===== src/rtl/jsp_pkg.sv =====
// Shared types for the segment parser: error categories, marker classes
// and the byte-level walk states. Assumes 8-bit bytes and 16-bit lengths.
package jsp_pkg;

    localparam int LEN_W = 16;

    typedef enum logic [2:0] {
        ERR_NONE     = 3'd0,
        ERR_INVALID  = 3'd1,
        ERR_UNSUP    = 3'd2,
        ERR_UNEXP    = 3'd3,
        ERR_SCAN     = 3'd4,
        ERR_INTERNAL = 3'd7
    } err_e;

    typedef enum logic [2:0] {
        MC_INVALID,
        MC_UNSUP,
        MC_FWD,
        MC_SKIP,
        MC_SOS,
        MC_SOI,
        MC_EOI,
        MC_RST
    } mclass_e;

    typedef enum logic [3:0] {
        S_HUNT,
        S_HUNT_FF,
        S_MARK,
        S_CODE,
        S_LEN_HI,
        S_LEN_LO,
        S_BODY,
        S_SCAN,
        S_SCAN_FF,
        S_ERR
    } walk_e;

endpackage


===== src/rtl/jsp_unpack.sv =====
// Word-to-byte serializer. Holds one accepted word and presents its valid
// bytes one per cycle, lane 0 first. Assumes the byte-valid field is a
// thermometer code. Acknowledge overlaps the last byte of the held word.
// A flush empties the buffer and blocks acknowledge.
module jsp_unpack #(
    parameter int LANES = 4
) (
    input  logic               clk,
    input  logic               rst_n,
    input  logic               flush,
    input  logic [LANES*8-1:0] in_data,
    input  logic [LANES-1:0]   in_bvalid,
    output logic               in_ack,
    output logic               byte_vld,
    output logic [7:0]         byte_dat
);
    localparam int CNT_W = $clog2(LANES + 1);
    localparam int IDX_W = (LANES > 1) ? $clog2(LANES) : 1;

    logic [LANES*8-1:0] word_q;
    logic [CNT_W-1:0]   cnt_q, idx_q, n_bytes;
    logic [7:0]         lanes [LANES];
    logic               busy, last, take;

    // Split the held word into lane bytes
    for (genvar g = 0; g < LANES; g++) begin : g_lane
        assign lanes[g] = word_q[g*8 +: 8];
    end

    // Count the valid lanes of the offered word
    always_comb begin
        n_bytes = '0;
        for (int i = 0; i < LANES; i++) n_bytes = n_bytes + CNT_W'(in_bvalid[i]);
    end

    assign busy     = (cnt_q != '0);
    assign last     = busy && ((idx_q + CNT_W'(1)) == cnt_q);
    assign in_ack   = !flush && (!busy || last);
    assign take     = in_ack && (in_bvalid != '0);
    assign byte_vld = busy && !flush;
    assign byte_dat = lanes[idx_q[IDX_W-1:0]];

    // Load, step through, or drop the held word
    always_ff @(posedge clk or negedge rst_n) begin
        if (!rst_n) begin
            word_q <= '0;
            cnt_q  <= '0;
            idx_q  <= '0;
        end else if (flush) begin
            cnt_q <= '0;
            idx_q <= '0;
        end else if (take) begin
            word_q <= in_data;
            cnt_q  <= n_bytes;
            idx_q  <= '0;
        end else if (last) begin
            cnt_q <= '0;
            idx_q <= '0;
        end else if (busy) begin
            idx_q <= idx_q + CNT_W'(1);
        end
    end

endmodule


===== src/rtl/jsp_classify.sv =====
// Marker code classifier. Pure combinational map from the byte after an
// FF to its handling class. FF itself never reaches here as a code.
module jsp_classify
    import jsp_pkg::*;
(
    input  logic [7:0] code,
    output mclass_e    mclass
);
    // Map each code range to a class
    always_comb begin
        if (code < 8'hC0 || code == 8'hFF) begin
            mclass = MC_INVALID;
        end else begin
            unique casez (code)
                8'hC0, 8'hC4, 8'hDB, 8'hDD: mclass = MC_FWD;
                8'hDA:                      mclass = MC_SOS;
                8'hD8:                      mclass = MC_SOI;
                8'hD9:                      mclass = MC_EOI;
                8'b1101_0???:               mclass = MC_RST;
                8'b1110_????, 8'hFE:        mclass = MC_SKIP;
                default:                    mclass = MC_UNSUP;
            endcase
        end
    end

endmodule


===== src/rtl/jsp_walk.sv =====
// Byte-level walk of the marker structure. Consumes one byte per valid
// cycle. It hunts for start-of-image, reads segment lengths, forwards or
// skips segment bodies, unstuffs scan data and latches errors. All outputs
// are registered at the edge that consumes the byte causing them.
module jsp_walk
    import jsp_pkg::*;
(
    input  logic       clk,
    input  logic       rst_n,
    input  logic       byte_vld,
    input  logic [7:0] byte_dat,
    input  mclass_e    mclass,
    input  logic       scan_err,
    input  logic       clr_err,
    output logic       err_active,
    output logic [2:0] err_code,
    output logic       hdr_valid,
    output logic [7:0] hdr_data,
    output logic [7:0] hdr_tag,
    output logic       hdr_first,
    output logic       scan_valid,
    output logic [7:0] scan_data,
    output logic       scan_restart,
    output logic [2:0] scan_rst_num,
    output logic       img_end
);
    walk_e            st_q, st_n;
    err_e             err_q, err_n, err_sel;
    logic [LEN_W-1:0] len_q, len_n, len_full;
    logic [7:0]       tag_n, hdat_n, sdat_n;
    logic [2:0]       rnum_n;
    logic             fwd_q, fwd_n, sos_q, sos_n, first_q, first_n;
    logic             clr_q, clr_n, do_err;
    logic             hv_n, hf_n, sv_n, rs_n, end_n;
    logic             in_scan;

    assign in_scan  = (st_q == S_SCAN) || (st_q == S_SCAN_FF);
    assign len_full = {len_q[LEN_W-1:8], byte_dat};

    // Next-state and output decode for one consumed byte
    always_comb begin
        st_n    = st_q;
        err_n   = err_q;
        len_n   = len_q;
        fwd_n   = fwd_q;
        sos_n   = sos_q;
        first_n = first_q;
        clr_n   = clr_q;
        tag_n   = hdr_tag;
        hdat_n  = hdr_data;
        sdat_n  = scan_data;
        rnum_n  = scan_rst_num;
        hv_n    = 1'b0;
        hf_n    = 1'b0;
        sv_n    = 1'b0;
        rs_n    = 1'b0;
        end_n   = 1'b0;
        do_err  = 1'b0;
        err_sel = ERR_INTERNAL;
        if (st_q == S_ERR) begin
            if (clr_err) begin
                clr_n = 1'b1;
            end else if (clr_q) begin
                clr_n = 1'b0;
                err_n = ERR_NONE;
                st_n  = S_HUNT;
            end
        end else if (scan_err && in_scan) begin
            do_err  = 1'b1;
            err_sel = ERR_SCAN;
        end else if (byte_vld) begin
            unique case (st_q)
                S_HUNT: if (byte_dat == 8'hFF) st_n = S_HUNT_FF;
                S_HUNT_FF: begin
                    if (byte_dat == 8'hD8)      st_n = S_MARK;
                    else if (byte_dat != 8'hFF) st_n = S_HUNT;
                end
                S_MARK: begin
                    if (byte_dat == 8'hFF) st_n = S_CODE;
                    else begin
                        do_err  = 1'b1;
                        err_sel = ERR_INTERNAL;
                    end
                end
                S_CODE: begin
                    if (byte_dat != 8'hFF) begin
                        unique case (mclass)
                            MC_FWD, MC_SOS, MC_SKIP: begin
                                tag_n = byte_dat;
                                fwd_n = (mclass != MC_SKIP);
                                sos_n = (mclass == MC_SOS);
                                st_n  = S_LEN_HI;
                            end
                            MC_INVALID: begin
                                do_err  = 1'b1;
                                err_sel = ERR_INVALID;
                            end
                            MC_UNSUP: begin
                                do_err  = 1'b1;
                                err_sel = ERR_UNSUP;
                            end
                            default: begin
                                do_err  = 1'b1;
                                err_sel = ERR_UNEXP;
                            end
                        endcase
                    end
                end
                S_LEN_HI: begin
                    len_n = {byte_dat, 8'h00};
                    st_n  = S_LEN_LO;
                end
                S_LEN_LO: begin
                    if (len_full < LEN_W'(2)) begin
                        do_err  = 1'b1;
                        err_sel = ERR_INTERNAL;
                    end else if (len_full == LEN_W'(2)) begin
                        st_n = sos_q ? S_SCAN : S_MARK;
                    end else begin
                        len_n   = len_full - LEN_W'(2);
                        first_n = 1'b1;
                        st_n    = S_BODY;
                    end
                end
                S_BODY: begin
                    if (fwd_q) begin
                        hv_n   = 1'b1;
                        hf_n   = first_q;
                        hdat_n = byte_dat;
                    end
                    first_n = 1'b0;
                    len_n   = len_q - LEN_W'(1);
                    if (len_q == LEN_W'(1)) st_n = sos_q ? S_SCAN : S_MARK;
                end
                S_SCAN: begin
                    if (byte_dat == 8'hFF) st_n = S_SCAN_FF;
                    else begin
                        sv_n   = 1'b1;
                        sdat_n = byte_dat;
                    end
                end
                S_SCAN_FF: begin
                    if (byte_dat == 8'h00) begin
                        sv_n   = 1'b1;
                        sdat_n = 8'hFF;
                        st_n   = S_SCAN;
                    end else if (byte_dat != 8'hFF) begin
                        unique case (mclass)
                            MC_RST: begin
                                rs_n   = 1'b1;
                                rnum_n = byte_dat[2:0];
                                st_n   = S_SCAN;
                            end
                            MC_EOI: begin
                                end_n = 1'b1;
                                st_n  = S_HUNT;
                            end
                            MC_INVALID: begin
                                do_err  = 1'b1;
                                err_sel = ERR_INVALID;
                            end
                            MC_UNSUP: begin
                                do_err  = 1'b1;
                                err_sel = ERR_UNSUP;
                            end
                            default: begin
                                do_err  = 1'b1;
                                err_sel = ERR_UNEXP;
                            end
                        endcase
                    end
                end
                default: st_n = S_HUNT;
            endcase
        end
        if (do_err) begin
            err_n = err_sel;
            st_n  = S_ERR;
            clr_n = 1'b0;
            hv_n  = 1'b0;
            sv_n  = 1'b0;
            rs_n  = 1'b0;
            end_n = 1'b0;
        end
    end

    // Register walk state, error latch and output strobes
    always_ff @(posedge clk or negedge rst_n) begin
        if (!rst_n) begin
            st_q         <= S_HUNT;
            err_q        <= ERR_NONE;
            len_q        <= '0;
            fwd_q        <= 1'b0;
            sos_q        <= 1'b0;
            first_q      <= 1'b0;
            clr_q        <= 1'b0;
            hdr_valid    <= 1'b0;
            hdr_first    <= 1'b0;
            hdr_data     <= '0;
            hdr_tag      <= '0;
            scan_valid   <= 1'b0;
            scan_data    <= '0;
            scan_restart <= 1'b0;
            scan_rst_num <= '0;
            img_end      <= 1'b0;
        end else begin
            st_q         <= st_n;
            err_q        <= err_n;
            len_q        <= len_n;
            fwd_q        <= fwd_n;
            sos_q        <= sos_n;
            first_q      <= first_n;
            clr_q        <= clr_n;
            hdr_valid    <= hv_n;
            hdr_first    <= hf_n;
            hdr_data     <= hdat_n;
            hdr_tag      <= tag_n;
            scan_valid   <= sv_n;
            scan_data    <= sdat_n;
            scan_restart <= rs_n;
            scan_rst_num <= rnum_n;
            img_end      <= end_n;
        end
    end

    assign err_active = (st_q == S_ERR);
    assign err_code   = err_q;

endmodule


===== src/rtl/jseg_parser.sv =====
// Top of the segment parser: serializer, classifier and walk. One clock,
// active-low asynchronous reset. No back-pressure from the output side;
// downstream must take every strobe as it comes.
module jseg_parser #(
    parameter int LANES = 4
) (
    input  logic               clk,
    input  logic               rst_n,
    input  logic [LANES*8-1:0] in_data,
    input  logic [LANES-1:0]   in_bvalid,
    output logic               in_ack,
    input  logic               scan_err,
    input  logic               clr_err,
    output logic               hdr_valid,
    output logic [7:0]         hdr_data,
    output logic [7:0]         hdr_tag,
    output logic               hdr_first,
    output logic               scan_valid,
    output logic [7:0]         scan_data,
    output logic               scan_restart,
    output logic [2:0]         scan_rst_num,
    output logic               img_end,
    output logic [2:0]         err_code
);
    import jsp_pkg::*;

    logic       byte_vld, err_active;
    logic [7:0] byte_dat;
    mclass_e    mclass;

    jsp_unpack #(.LANES(LANES)) u_unpack (
        .clk      (clk),
        .rst_n    (rst_n),
        .flush    (err_active),
        .in_data  (in_data),
        .in_bvalid(in_bvalid),
        .in_ack   (in_ack),
        .byte_vld (byte_vld),
        .byte_dat (byte_dat)
    );

    jsp_classify u_class (
        .code  (byte_dat),
        .mclass(mclass)
    );

    jsp_walk u_walk (
        .clk         (clk),
        .rst_n       (rst_n),
        .byte_vld    (byte_vld),
        .byte_dat    (byte_dat),
        .mclass      (mclass),
        .scan_err    (scan_err),
        .clr_err     (clr_err),
        .err_active  (err_active),
        .err_code    (err_code),
        .hdr_valid   (hdr_valid),
        .hdr_data    (hdr_data),
        .hdr_tag     (hdr_tag),
        .hdr_first   (hdr_first),
        .scan_valid  (scan_valid),
        .scan_data   (scan_data),
        .scan_restart(scan_restart),
        .scan_rst_num(scan_rst_num),
        .img_end     (img_end)
    );

endmodule


===== config.mk =====
export PLATFORM = sky130hd
export DESIGN_NAME = jseg_parser
export DESIGN_NICKNAME = d
export VERILOG_FILES = /design/src/rtl/jsp_pkg.sv /design/src/rtl/jsp_unpack.sv /design/src/rtl/jsp_classify.sv /design/src/rtl/jsp_walk.sv /design/src/rtl/jseg_parser.sv
export SDC_FILE = /design/constraint.sdc
export NUM_CORES = 1
export LEC_CHECK = 0
export ABC_CLOCK_PERIOD_IN_PS = 7100
export BUFFER_PORTS_ARGS = -buffer_cell sky130_fd_sc_hd__buf_2
export CORE_AREA = 2 2 101 127
export CTS_BUF_LIST = sky130_fd_sc_hd__clkbuf_16
export DETAILED_ROUTE_END_ITERATION = 12
export DIE_AREA = 0 0 103 129
export HOLD_SLACK_MARGIN = 0.03
export MAX_ROUTING_LAYER = met4
export PLACE_DENSITY_LB_ADDON = 0.12
export SETUP_SLACK_MARGIN = 0.5
export SYNTH_ARGS = -nofsm -noshare
export SYNTH_HDL_FRONTEND = slang
export SYNTH_HIERARCHICAL = 1
export SYNTH_SLANG_ARGS = --single-unit

===== constraint.sdc =====
create_clock -name clk -period 7.1 [get_ports clk]
set_clock_uncertainty 0.1 [all_clocks]
set_input_delay 2.13 -clock clk [delete_from_list [all_inputs] [get_ports clk]]
set_output_delay 2.13 -clock clk [all_outputs]
set_load 0.02 [all_outputs]

Word-level counts from Yosys, hierarchy flattened
Cells that the tools add are included.

Register bits after elaboration: 97. Output and inout port bits: 36. Logic and storage cells: 219.

Add/subtract/negate cells: 6. Order comparisons: 3. Equality and inequality tests: 49. Muxes and demuxes: 102. Bitwise gates (word level): 4. Reduce and logical (&&, ||, !) cells: 36.

Operators by type and width (count): $eq 8x8->1 const B (9); $mux 4 (18); $mux 3 (19); $pmux 16 s3 (1); $mux 1 (47); $pmux 4 s9 (1); $mux 16 (2); $mux 8 (4); $reduce_and 6->1 (4); $pmux 3 s3 (2); $pmux 3 s6 (1); $bmux 8 s2 (1); $eq 16x1->1 const B (1); $eq 16x2->1 const B (1); $eq 4x3->1 const B (4); $lt 16x2->1 const B (1); $ne 4x3->1 const B (4); $pmux 8 s2 (1); $sub 16x1->16 const B (1); $sub 16x2->16 const B (1); $reduce_and 14->1 (1); $eq 4x4->1 const B (3); $ne 4x2->1 const B (3); $reduce_bool 3->1 (4); other kinds (41) (66).

Depth between registers and ports, before layout
Gate-level depths: netlist of the first run.

Word-level depth: 19. Mapped depth: 12.

By module
Netlist of the first run, hierarchy kept.

Modules (own cells, without submodules): jsp_walk (instances 1, cells each 373, area each 3544.6 µm²); jsp_unpack (instances 1, cells each 206, area each 2388.5 µm²); jsp_classify (instances 1, cells each 16, area each 107.6 µm²).

Least setup slack after synthesis of the first run
Ideal clock, no wire load.

Kind: register -> output. Start: register u_walk.st_q[0]. End: output in_ack. Arrival: 2.014 ns. Data required time: 4.870 ns. Path slack: 2.856 ns. Stages on the path, launching flop included: 7. Path buffers: 2. Cells stage by stage: dfrtp_1 buf_2 nor4bb_1 inv_1 o311ai_4 buf_6 inv_2.

Cells in the longest elaborated chain, start to end: 3.

Ends and longest elaborated chain: start: declaration (line jsp_walk.sv:27) `walk_e st_q, st_n;`; start signal: assignment (line jsp_walk.sv:207) `st_q <= st_n;`; $eq 4x4->1 (line jsp_walk.sv:226) `assign err_active = (st_q == S_ERR);`; via err_active (line jseg_parser.sv:27) `logic byte_vld, err_active;`; $logic_not 1->1 (line jsp_unpack.sv:38) `assign in_ack = !flush && (!busy || last);`; $logic_and 1x1->1 (line jsp_unpack.sv:38); end: declaration (line jseg_parser.sv:11) `output logic in_ack,`.

The timed path passes the listed nets, and every way through them passes these cells.

Final worst setup path of the first run
Start: register u_unpack.idx_q[0]. End: output in_ack.

Cells in the longest elaborated chain, start to end: 5.

Ends and longest elaborated chain: start: declaration (line jsp_unpack.sv:21) `logic [CNT_W-1:0] cnt_q, idx_q, n_bytes;`; start signal: assignment (line jsp_unpack.sv:60) `idx_q <= idx_q + CNT_W'(1);`; $add 3x1->3 (line jsp_unpack.sv:37) `assign last = busy && ((idx_q + CNT_W'(1)) == cnt_q);`; $eq 3x3->1 (line jsp_unpack.sv:37); $logic_and 1x1->1 (line jsp_unpack.sv:37); $logic_or 1x1->1 (line jsp_unpack.sv:38); $logic_and 1x1->1 (line jsp_unpack.sv:38).

Every way passes these cells.

==> impl_metrics.env, run 1 <==
export IMPL_met1_usage_pct=32.4
export IMPL_crit_start="u_unpack/idx_q[0]"
export IMPL_timing_rr_end="u_walk/st_q[0]"
export IMPL_drive_above_1_share_pct=28.1
export IMPL_async_reset_ff_share_pct=100
export IMPL_placedCellCount=799
export IMPL_area_delta_synth_final_pct=12.5
export IMPL_fin_ws_ns=1.93
export IMPL_end_kind="output pin"
export IMPL_r2r_start="u_unpack/idx_q[0]"
export IMPL_ir_drop_mv=0.267
export IMPL_clock_path_buffers=2
export IMPL_dieHeight_microns=129
export IMPL_clock_sinks=97
export IMPL_clk_latency_ns=0.34
export IMPL_syn_area_per_cell_sq_um=10.2
export IMPL_dp_final_hpwl_mm=10.7
export IMPL_rows=45
export IMPL_dp_slack_ns=2.26
export IMPL_vias=4999
export IMPL_worst_setup_path_start_kind="flip-flop"
export IMPL_n_antenna_cell=0
export IMPL_slew_viol_final=0
export IMPL_fp_dieW_microns=103
export IMPL_cts_hold_buffers_added=0
export IMPL_crit_fanout=36
export IMPL_clock_fmax_mhz=193
export IMPL_grt_start_max_net_pins=72
export IMPL_antenna_found_initial=0
export IMPL_drv_cap=0
export IMPL_synthesis_instances=595
export IMPL_routed_wl_mm=15.7
export IMPL_critPathCapture="in_ack"
export IMPL_setup_viol=0
export IMPL_netlist_area_sq_um=6040
export IMPL_fin_crit_ns=5.17
export IMPL_die_area_sq_um=13300
export IMPL_ant_nets=0
export IMPL_drt_iter0_drc=395
export IMPL_cts_buffers=9
export IMPL_synth_seq_cells=97
export IMPL_grt_pass1_vias=5008
export IMPL_cts_tree="built"
export IMPL_pin_count=76
export IMPL_met3_usage_pct=3.91
export IMPL_arrival_ns=2.94
export IMPL_totalNegativeSetupSlack_ns=0
export IMPL_hold_class="flip-flop to flip-flop"
export IMPL_tightest_slew_ns=1.02
export IMPL_yosysWarnings=6
export IMPL_cts_htree_levels=3
export IMPL_nets=696
export IMPL_synth_edf_count=0
export IMPL_avgRoutedWirePerCell_microns=19.3
export IMPL_rr_worst_depth=8
export IMPL_io_buffers=75
export IMPL_synth_distinct_cells=89
export IMPL_instances_no_fill=815
export IMPL_maxSlewHeadroom_pct=31.9
export IMPL_timing_hold_ws_ns=0.382
export IMPL_vias_per_cell=6.13
export IMPL_grt_met2_usage_pct=41.6
export IMPL_start_util_pct=50.1
export IMPL_min_period_over_period_pct=72.9
export IMPL_ys_seq_area_share_pct=40.2
export IMPL_drcViolationCount=0
export IMPL_criticalPathCategory="flip-flop to output pin"
export IMPL_dr_pass1_iters=6
export IMPL_track_usage_pct=25.5
export IMPL_cts_repair_resized=0
export IMPL_p_per_area_nw_per_um2=511
export IMPL_grt_busiest_layer="met2"
export IMPL_hold_viol_final=0
export IMPL_syn_nets=645
export IMPL_overflow=0
export IMPL_r2r_slack_ns=2.57
export IMPL_grt_pass1_wl_mm=25.9
export IMPL_clk_pin_slew_ns=0.07
export IMPL_final_common_cell="dfrtp_1"
export IMPL_worstHoldStart="u_walk/scan_rst_num[2]"
export IMPL_core_area_sq_um=12000
export IMPL_mostFrequentLayoutCells="97 x dfrtp_1, 74 x buf_2, 56 x o21ai_0"
export IMPL_status="completed"
export IMPL_grt_setup_unrepaired="false"
export IMPL_gp_routability_congestion=0.871
export IMPL_crit_required_ns=4.87
export IMPL_power_leakage_uw=0.00300
export IMPL_synth_main_ff_cell="dfrtp_1"
export IMPL_postCtsSetupBuffers=0
export IMPL_cts_root_buf="clkbuf_16"
worst max-delay path, cell delays in order, from the launching register on:
cell and delay (ns):
dfrtp_1 0.80, ha_1 0.39, xor2_2 0.26, o22ai_2 0.16, o311ai_4 0.26, buf_4 0.52
inv_2 0.04, buf_2 0.16
metal layers:
layer	vias to the layer above	share of wire (%)
met4	0	2.2
met5	-	0
li1	2326	-
met3	25	5.2
met2	169	52
met1	2479	40
stage by stage:
stage,cell area (sq um),power (uW),util (%)
floorplan,6040,2510,-
global placement,6470,2870,53.7
detailed placement,6470,2930,53.7
CTS,6790,3470,56.4
global route,6790,3720,56.4
finish,6790,3470,56.4
final cells by class:
cell class	count	area (sq um)
Multi-Input combinational cell	400	3190
Sequential cell	97	2430
Clock inverter	7	100
Fill cell	1103	5260
Inverter	55	206
Clock buffer	9	225
Tap cell	164	205
Timing Repair Buffer	83	438
flip-flops by register name, indices dropped and copies added, names as in the netlist:
name / count
u_unpack/word_q: 32
u_walk/scan_restart: 1
u_walk/err_code: 3
u_walk/scan_data: 8
u_walk/len_q: 16
u_walk/sos_q: 1
u_walk/scan_valid: 1
u_unpack/idx_q: 3
u_walk/st_q: 4
u_walk/img_end: 1
u_unpack/cnt_q: 3
u_walk/hdr_valid: 1
u_walk/first_q: 1
u_walk/fwd_q: 1
u_walk/hdr_first: 1
u_walk/clr_q: 1
u_walk/scan_rst_num: 3
u_walk/hdr_tag: 8
u_walk/hdr_data: 8
report_power, final:
part	total (uW)	internal [uW]	switching [uW]
Sequential	997	769	228
Clock	536	313	224
Combinational	1940	777	1160
Total	3470	1860	1620
kinds of logic (layout without fill, tap and decap cells):
kind of cell               count (synthesis)  in the layout  share of synthesized area (%)
muxes                                     29             29                           6.84
adders and majority gates                 10             10                           2.20
and+or+nand+nor                          167            167                           15.9
AOI/OAI and AO/OA                        183            183                           25.7
buffers and inverters                     98            154                           7.17
xor gates and xnor gates                  11             11                           2.07
DFF                                       97             97                           40.2
worst min-delay path by stage:
stage / end / slack (ns) / cells past startpoint
floorplan: u_walk/hdr_first / 0.37 / 1
global placement: u_walk/scan_rst_num[1] / 0.36 / 2
detailed placement: u_walk/err_code[2] / 0.37 / 1
CTS: u_walk/scan_rst_num[2] / 0.39 / 2
global route: u_walk/err_code[1] / 0.42 / 1
finish: u_walk/scan_rst_num[2] / 0.38 / 2
cells in the mapped netlist, types with 4 or more instances:
cell type	number	area share, %
a21oi_1	24	2.0
a22o_1	6	0.87
buf_2	13	1.1
buf_4	5	0.62
buf_6	4	0.75
clkbuf_1	19	1.2
dfrtp_1	97	40
ha_1	9	1.9
inv_1	53	3.3
mux2_2	17	3.2
mux4_2	8	3.0
nand2_1	30	1.9
nand2b_1	5	0.52
nand3_1	12	0.99
nand4_1	7	0.72
nor2_1	40	2.5
nor2b_1	5	0.52
nor3_1	13	1.1
nor3b_1	8	0.99
nor4_1	10	1.0
o21ai_0	56	4.6
o22ai_1	6	0.62
o32a_1	4	0.66
o32ai_1	7	1.0
o32ai_2	26	7.0
or3_1	4	0.41
or4_1	4	0.50
xnor2_1	4	0.58
xor2_1	4	0.58
No activity file was read; power rests on OpenSTA's default activity.
==> run 2, diff against run 1 <==
--- a/config.mk
+++ b/config.mk
@@ -5,12 +5,13 @@
 export SDC_FILE = /design/constraint.sdc
 export NUM_CORES = 1
 export LEC_CHECK = 0
-export ABC_CLOCK_PERIOD_IN_PS = 7100
+export ABC_AREA = 1
+export ABC_CLOCK_PERIOD_IN_PS = 4600
 export BUFFER_PORTS_ARGS = -buffer_cell sky130_fd_sc_hd__buf_2
-export CORE_AREA = 2 2 101 127
+export CORE_AREA = 2 2 97 123
 export CTS_BUF_LIST = sky130_fd_sc_hd__clkbuf_16
 export DETAILED_ROUTE_END_ITERATION = 12
-export DIE_AREA = 0 0 103 129
+export DIE_AREA = 0 0 99 125
 export HOLD_SLACK_MARGIN = 0.03
 export MAX_ROUTING_LAYER = met4
 export PLACE_DENSITY_LB_ADDON = 0.12
==> constraint.sdc (replaced) <==
create_clock -name clk -period 4.6 [get_ports clk]
set_clock_uncertainty 0.1 [all_clocks]
set_input_delay 1.38 -clock clk [delete_from_list [all_inputs] [get_ports clk]]
set_output_delay 1.38 -clock clk [all_outputs]
set_load 0.02 [all_outputs]
==> run 2 against run 1 <==
Hold slack got worse by 0.010 ns. Sequential share of layout area increased by 2.4 points. Clock power grew 35%. Synthesized area down 7.4%. Highest routed layer unchanged. Worst setup slack lost 0.91 ns. Count of clock-buffer cells in the layout unchanged. Synthesized cell count grew 29%. Power is 40% higher. Sequential cell count unchanged. Design area shrank 6.2%. Critical path depth rose by 8.
==> impl_metrics.env, run 2 <==
export IMPL_status="completed"
export IMPL_grt_start_max_net_pins=51
export IMPL_mostFrequentLayoutCells="226 x nand2_1, 97 x dfrtp_1, 89 x nor2_1"
export IMPL_antenna_found_initial=0
export IMPL_min_period_over_period_pct=77.9
export IMPL_drt_iter0_drc=384
export IMPL_area_delta_synth_final_pct=14.0
export IMPL_gp_routability_congestion=0.960
export IMPL_path_cells="inv_4, o21ai_0, o22ai_1, nand2_1, nor2_1, o211ai_1, nand3_2, a21oi_2, inv_1, nand3_1, and2_1, nor3_1, nand2_1, nand2_1, o21ai_0"
export IMPL_max_stage_delay_ns=0.59
export IMPL_totalNegativeSetupSlack_ns=0
export IMPL_postCtsSetupBuffers=0
export IMPL_r2r_start="u_unpack/idx_q[0]"
export IMPL_synthesis_instances=770
export IMPL_crit_fanout=20
export IMPL_total_power_uw=4880
export IMPL_ir_drop_mv=0.613
export IMPL_clock_fmax_mhz=279
export IMPL_netlist_area_sq_um=5590
export IMPL_grt_setup_unrepaired="false"
export IMPL_reg_top3="u_unpack/word_q (32), u_walk/len_q (16)"
export IMPL_synth_main_ff_cell="dfrtp_1"
export IMPL_p_per_area_nw_per_um2=765
export IMPL_synth_top_area_share_pct=43.4
export IMPL_yosys_top_cells_count="226 x nand2_1, 97 x dfrtp_1, 89 x nor2_1"
export IMPL_cp_common_cell="nand2_1"
export IMPL_clk_pin_slew_ns=0.07
export IMPL_setup_viol=0
export IMPL_rr_worst_depth=15
export IMPL_avgRoutedWirePerCell_microns=14.8
export IMPL_track_usage_pct=24.8
export IMPL_synth_edf_count=0
export IMPL_synth_distinct_cells=39
export IMPL_placed_area_sq_um=6080
export IMPL_arrival_ns=3.69
export IMPL_criticalPathCategory="flip-flop to flip-flop"
export IMPL_cts_htree_levels=3
export IMPL_dr_pass1_iters=5
export IMPL_cp_buffers_inverters=2
export IMPL_die_area_sq_um=12400
export IMPL_fin_crit_ns=3.59
export IMPL_instances_no_fill=986
export IMPL_async_reset_ff_share_pct=100
export IMPL_worst_setup_path_start_kind="flip-flop"
export IMPL_final_common_cell="nand2_1"
export IMPL_grt_pass1_vias=5286
export IMPL_end_kind="flip-flop"
export IMPL_maxSlewHeadroom_pct=45.3
export IMPL_slew_viol_final=0
export IMPL_dp_final_hpwl_mm=11.0
export IMPL_synth_seq_cells=97
export IMPL_pin_count=76
export IMPL_syn_area_per_cell_sq_um=7.26
export IMPL_ys_seq_area_share_pct=43.4
export IMPL_r2r_slack_ns=1.01
export IMPL_drcViolationCount=0
export IMPL_placedCellCount=970
export IMPL_ant_nets=0
export IMPL_vias=5446
export IMPL_yosys_area_top_type="dfrtp_1"
export IMPL_power_leakage_uw=0.00330
export IMPL_crit_family="simple AND/OR/NAND/NOR gates"
export IMPL_clock_path_buffers=2
export IMPL_n_antenna_cell=0
export IMPL_routed_wl_mm=14.6
export IMPL_fp_dieW_microns=99
export IMPL_grt_pass1_wl_mm=24.4
export IMPL_start_util_pct=49.5
export IMPL_cts_hold_buffers_added=0
export IMPL_clock_sinks=97
export IMPL_yosysMostFrequentCell="nand2_1"
export IMPL_overflow=0
export IMPL_io_buffers=75
export IMPL_drv_cap=0
export IMPL_largest_register_ffs=32
export IMPL_clk_latency_ns=0.35
export IMPL_dieHeight_microns=125
export IMPL_cts_tree="built"
export IMPL_timing_rr_end="u_walk/hdr_tag[7]"
export IMPL_hold_viol_final=0
export IMPL_worstHoldStart="u_unpack/word_q[16]"
export IMPL_nets=893
export IMPL_hold_path_end="u_unpack/word_q[16]"
export IMPL_slowest_stage="dfrtp_1"
export IMPL_crit_required_ns=4.70
export IMPL_core_area_sq_um=11300
export IMPL_vias_per_cell=5.52
export IMPL_synth_area_leaders="dfrtp_1 43%, nand2_1 15%, nand3_1 7.2%"
export IMPL_cts_root_buf="clkbuf_16"
export IMPL_drive_above_1_share_pct=17.2
export IMPL_hold_class="flip-flop to flip-flop"
export IMPL_final_area_sq_um=6370
export IMPL_cts_buffers=9
export IMPL_tightest_slew_ns=0.818
export IMPL_rows=44
export IMPL_syn_nets=820
export IMPL_min_path_cells=2
export IMPL_yosysWarnings=6
export IMPL_regMostFlops="u_unpack/word_q"
==> run 2: cell types whose count changed after synthesis, moves of 12 or more <==
cell and delta:
nand2_1 +196, nand3_1 +69, nor2_1 +49, o32ai_2 -26, mux2_2 -17, inv_2 +15
clkbuf_1 -12
==> run 2: cell type report <==
class                           instances  area, sq um
Timing Repair Buffer                   84          458
Multi-Input combinational cell        579         2760
Tap cell                              138          173
Clock inverter                          7         58.8
Clock buffer                            9          225
Inverter                               72          273
Sequential cell                        97         2430
Fill cell                            1083         4910
==> run 2: per-stage QoR <==
stage          setup slack (ns)  util [%]  hold slack (ns)
4_1_cts                   0.941      56.4            0.372
2_1_floorplan              1.41         -            0.337
6_report                   1.01      56.5            0.372
5_1_grt                   0.573      56.5            0.402
3_3_place_gp               1.14      53.9            0.355
3_5_place_dp              0.956      53.9            0.356
==> run 2: layer usage <==
metal	global-route usage, %	part of all wire (%)	up-vias
li1	-	-	2686
met1	29.3	42	2554
met2	43.0	51	179
met3	3.41	4.4	27
met4	8.62	2.4	0
met5	-	0	-
==> run 2: how the worst max path moves through the flow <==
stage	startpoint	end	cells after the start
after floorplan	u_unpack/idx_q[0]	u_walk/st_q[0]	21
after global placement	u_unpack/idx_q[0]	u_walk/sos_q	17
after detailed placement	u_unpack/idx_q[0]	u_walk/st_q[3]	22
after CTS	u_unpack/idx_q[0]	u_walk/st_q[3]	22
after global routing	u_unpack/idx_q[0]	u_walk/hdr_tag[7]	16
final	u_unpack/idx_q[0]	u_walk/hdr_tag[7]	15
==> run 2: kinds of logic after synthesis <==
| family | synth area share, % |
|---|---|
| AO/OA/AOI/OAI | 12.4 |
| XOR/XNOR | 0.157 |
| adder cells (fa/ha/maj) | 2.37 |
| buffers and inverters | 7.36 |
| flip-flops | 43.4 |
| AND/OR/NAND/NOR | 34.3 |
==> run 2: power by group <==
| group | switching [uW] | internal (uW) |
|---|---|---|
| clock network | 347 | 377 |
| logic | 1870 | 818 |
| registers | 268 | 1190 |
| total | 2490 | 2390 |
==> run 2: what timing repair did <==
action / 4_1_cts / 5_1_grt
endpoints found under the setup margin: 0 / 3
endpoints found under the hold margin: 0 / 0
gates resized for setup: 0 / 1
==> run 2: worst min-delay path: stages (launching register included) <==
cell and delay, ns:
dfrtp_1 0.34, nand2_1 0.06, nand2_1 0.05
==> run 3, diff against run 2 <==
--- a/config.mk
+++ b/config.mk
@@ -6,7 +6,7 @@
 export NUM_CORES = 1
 export LEC_CHECK = 0
 export ABC_AREA = 1
-export ABC_CLOCK_PERIOD_IN_PS = 4600
+export ABC_CLOCK_PERIOD_IN_PS = 3150
 export BUFFER_PORTS_ARGS = -buffer_cell sky130_fd_sc_hd__buf_2
 export CORE_AREA = 2 2 97 123
 export CTS_BUF_LIST = sky130_fd_sc_hd__clkbuf_16
==> constraint.sdc (replaced) <==
create_clock -name clk -period 3.15 [get_ports clk]
set_clock_uncertainty 0.1 [all_clocks]
set_input_delay 0.945 -clock clk [delete_from_list [all_inputs] [get_ports clk]]
set_output_delay 0.945 -clock clk [all_outputs]
set_load 0.02 [all_outputs]
==> run 3 against run 2 <==
Critical path depth rose by 8. Die area stayed put. Core utilization grew 9.7 points. Maximum frequency grew 21%. Critical path type unchanged. Critical endpoint is now u_walk/st_q[2]. Largest power group unchanged.
==> impl_metrics.env, run 3 (synthesized netlist as in run 2, its figures left out) <==
export IMPL_slew_viol_final=0
export IMPL_mostFrequentLayoutCells="203 x nand2_1, 95 x dfrtp_1, 74 x buf_2"
export IMPL_hold_viol_final=0
export IMPL_placed_area_sq_um=6370
export IMPL_drt_iter0_drc=422
export IMPL_die_area_sq_um=12400
export IMPL_min_path_cells=2
export IMPL_dr_pass1_iters=5
export IMPL_largest_register_ffs=32
export IMPL_core_area_sq_um=11300
export IMPL_cts_hold_buffers_added=0
export IMPL_rr_worst_depth=23
export IMPL_grt_met2_usage_pct=42.4
export IMPL_status="completed"
export IMPL_r2r_slack_ns=0.19
export IMPL_crit_required_ns=3.29
export IMPL_maxSlewHeadroom_pct=60.5
export IMPL_swShare_pct=50.4
export IMPL_crit_fanout=7
export IMPL_seqPwrFrac_pct=24.5
export IMPL_power_leakage_uw=0.00372
export IMPL_overflow=0
export IMPL_grt_pass1_vias=5633
export IMPL_end_kind="flip-flop"
export IMPL_hold_class="flip-flop to flip-flop"
export IMPL_cp_common_cell="nand2_2"
export IMPL_p_per_area_nw_per_um2=1170
export IMPL_clock_path_buffers=2
export IMPL_drv_cap=0
export IMPL_area_delta_synth_final_pct=33.5
export IMPL_clock_sinks=97
export IMPL_gp_routability_congestion=0.917
export IMPL_r2r_start="u_unpack/idx_q[0]"
export IMPL_final_common_cell="nand2_1"
export IMPL_start_util_pct=49.5
export IMPL_pwr_share_clk_pct=12.3
export IMPL_ant_nets=0
export IMPL_pwr_share_comb_pct=63.2
export IMPL_vias_per_cell=5.57
export IMPL_met1_usage_pct=31.4
export IMPL_cts_tree="built"
export IMPL_tightest_slew_ns=0.591
export IMPL_criticalPathCategory="flip-flop to flip-flop"
export IMPL_grt_setup_unrepaired="true"
export IMPL_cp_buffers_inverters=4
export IMPL_path_cells="buf_12, buf_16, o21ai_2, o22ai_2, inv_1, nand2_2, nor2_2, nand2_2, nand2_2, nor2_4, nand3_2, a21oi_2, inv_2, nand3_4, nand3_2, nand2_1, nand2_1, nand3_2, nand2_4, nand3_4, nand3_4, nand2_2, nand2_1"
export IMPL_regMostFlops="u_unpack/word_q"
export IMPL_nets=947
export IMPL_fin_crit_ns=2.96
export IMPL_min_period_over_period_pct=94.0
export IMPL_rows=44
export IMPL_grt_start_max_net_pins=54
export IMPL_final_area_sq_um=7460
export IMPL_crit_family="simple AND/OR/NAND/NOR gates"
export IMPL_fp_dieW_microns=99
export IMPL_drive_above_1_share_pct=33.1
export IMPL_dieHeight_microns=125
export IMPL_track_usage_pct=26.2
export IMPL_clk_latency_ns=0.34
export IMPL_routed_wl_mm=16.3
export IMPL_worst_setup_path_start_kind="flip-flop"
export IMPL_antenna_found_initial=0
export IMPL_grt_pass1_wl_mm=25.9
export IMPL_max_stage_delay_ns=0.41
export IMPL_arrival_ns=3.10
export IMPL_grt_busiest_layer="met2"
export IMPL_reg_top3="u_unpack/word_q (32), u_walk/len_q (16)"
export IMPL_switchingPower_uw=4400
export IMPL_setup_viol=0
export IMPL_cts_htree_levels=3
export IMPL_timing_rr_end="u_walk/st_q[2]"
export IMPL_hold_path_end="u_unpack/word_q[4]"
export IMPL_n_antenna_cell=0
export IMPL_ir_drop_mv=1.04
export IMPL_cts_root_buf="clkbuf_16"
export IMPL_p_int_uw=4340
export IMPL_dp_final_hpwl_mm=11.1
export IMPL_vias=5792
export IMPL_worstHoldStart="u_unpack/word_q[4]"
export IMPL_io_buffers=75
export IMPL_cts_buffers=9
export IMPL_drcViolationCount=0
export IMPL_slowest_stage="dfrtp_2"
export IMPL_clock_fmax_mhz=338
export IMPL_instances_no_fill=1040
export IMPL_clk_pin_slew_ns=0.07
export IMPL_avgRoutedWirePerCell_microns=15.7
export IMPL_pin_count=76
export IMPL_met3_usage_pct=4.08
export IMPL_placedCellCount=990
[run 3: timing repair]
item | CTS | global route
endpoints found under the setup margin | 30 | 49
pin swaps | 22 | 47
setup buffers | 8 | 21
resized for setup | 69 | 91
gates cloned | 3 | 2
[run 3: tightest hold or removal path, delay by kind of cell, from the launching register on]
kind / cells / cell delay, ns
flip-flops: 1 / 0.35
AND/OR/NAND/NOR: 2 / 0.09
[run 3: worst max-delay path by stage]
stage	slack, ns	cells past startpoint	startpoint	end
3_3_place_gp	0.27	23	u_unpack/idx_q[0]	u_walk/st_q[0]
4_1_cts	0.32	9	u_unpack/idx_q[0]	in_ack
6_report	0.19	23	u_unpack/idx_q[0]	u_walk/st_q[2]
3_5_place_dp	0.12	23	u_unpack/idx_q[0]	u_walk/st_q[2]
2_1_floorplan	0.39	22	u_unpack/idx_q[0]	u_walk/st_q[0]
5_1_grt	-0.0005	22	u_unpack/idx_q[1]	u_walk/st_q[0]
[run 3: metal layers]
metal | share of wire [%] | routed length, microns | up-vias
met5 | 0 | 0 | -
met4 | 4.4 | 724 | 0
met3 | 5.3 | 859 | 59
met2 | 51 | 8330 | 221
met1 | 39 | 6400 | 2713
li1 | - | - | 2799
[run 3: power by group through the flow]
stage	Sequential, uW	Clock [uW]	Combinational [uW]
floorplan	2150	0	3040
global placement	2100	0	4190
detailed placement	2110	0	4290
CTS	2120	1090	4760
global route	2200	1140	6080
finish	2140	1070	5520
[run 3: through the flow]
stage	hold slack, ns	TNS, ns	util [%]	setup slack (ns)	power (uW)
CTS	0.374	0	61.9	0.320	7970
finish	0.377	0	66.1	0.190	8730
floorplan	0.337	0	-	0.391	5190
global route	0.393	-0.000507	66.1	-0.000507	9430
global placement	0.354	0	56.4	0.270	6290
detailed placement	0.359	0	56.4	0.124	6400
[run 3: layout make-up]
| type | instances | area (sq um) |
|---|---|---|
| multi-input combinational | 579 | 3300 |
| timing repair inverter | 1 | 11.3 |
| tap | 138 | 173 |
| sequential | 97 | 2430 |
| clock buffer | 9 | 225 |
| fill | 944 | 3820 |
| timing repair buffer | 137 | 976 |
| clock inverter | 7 | 61.3 |
| inverter | 72 | 288 |
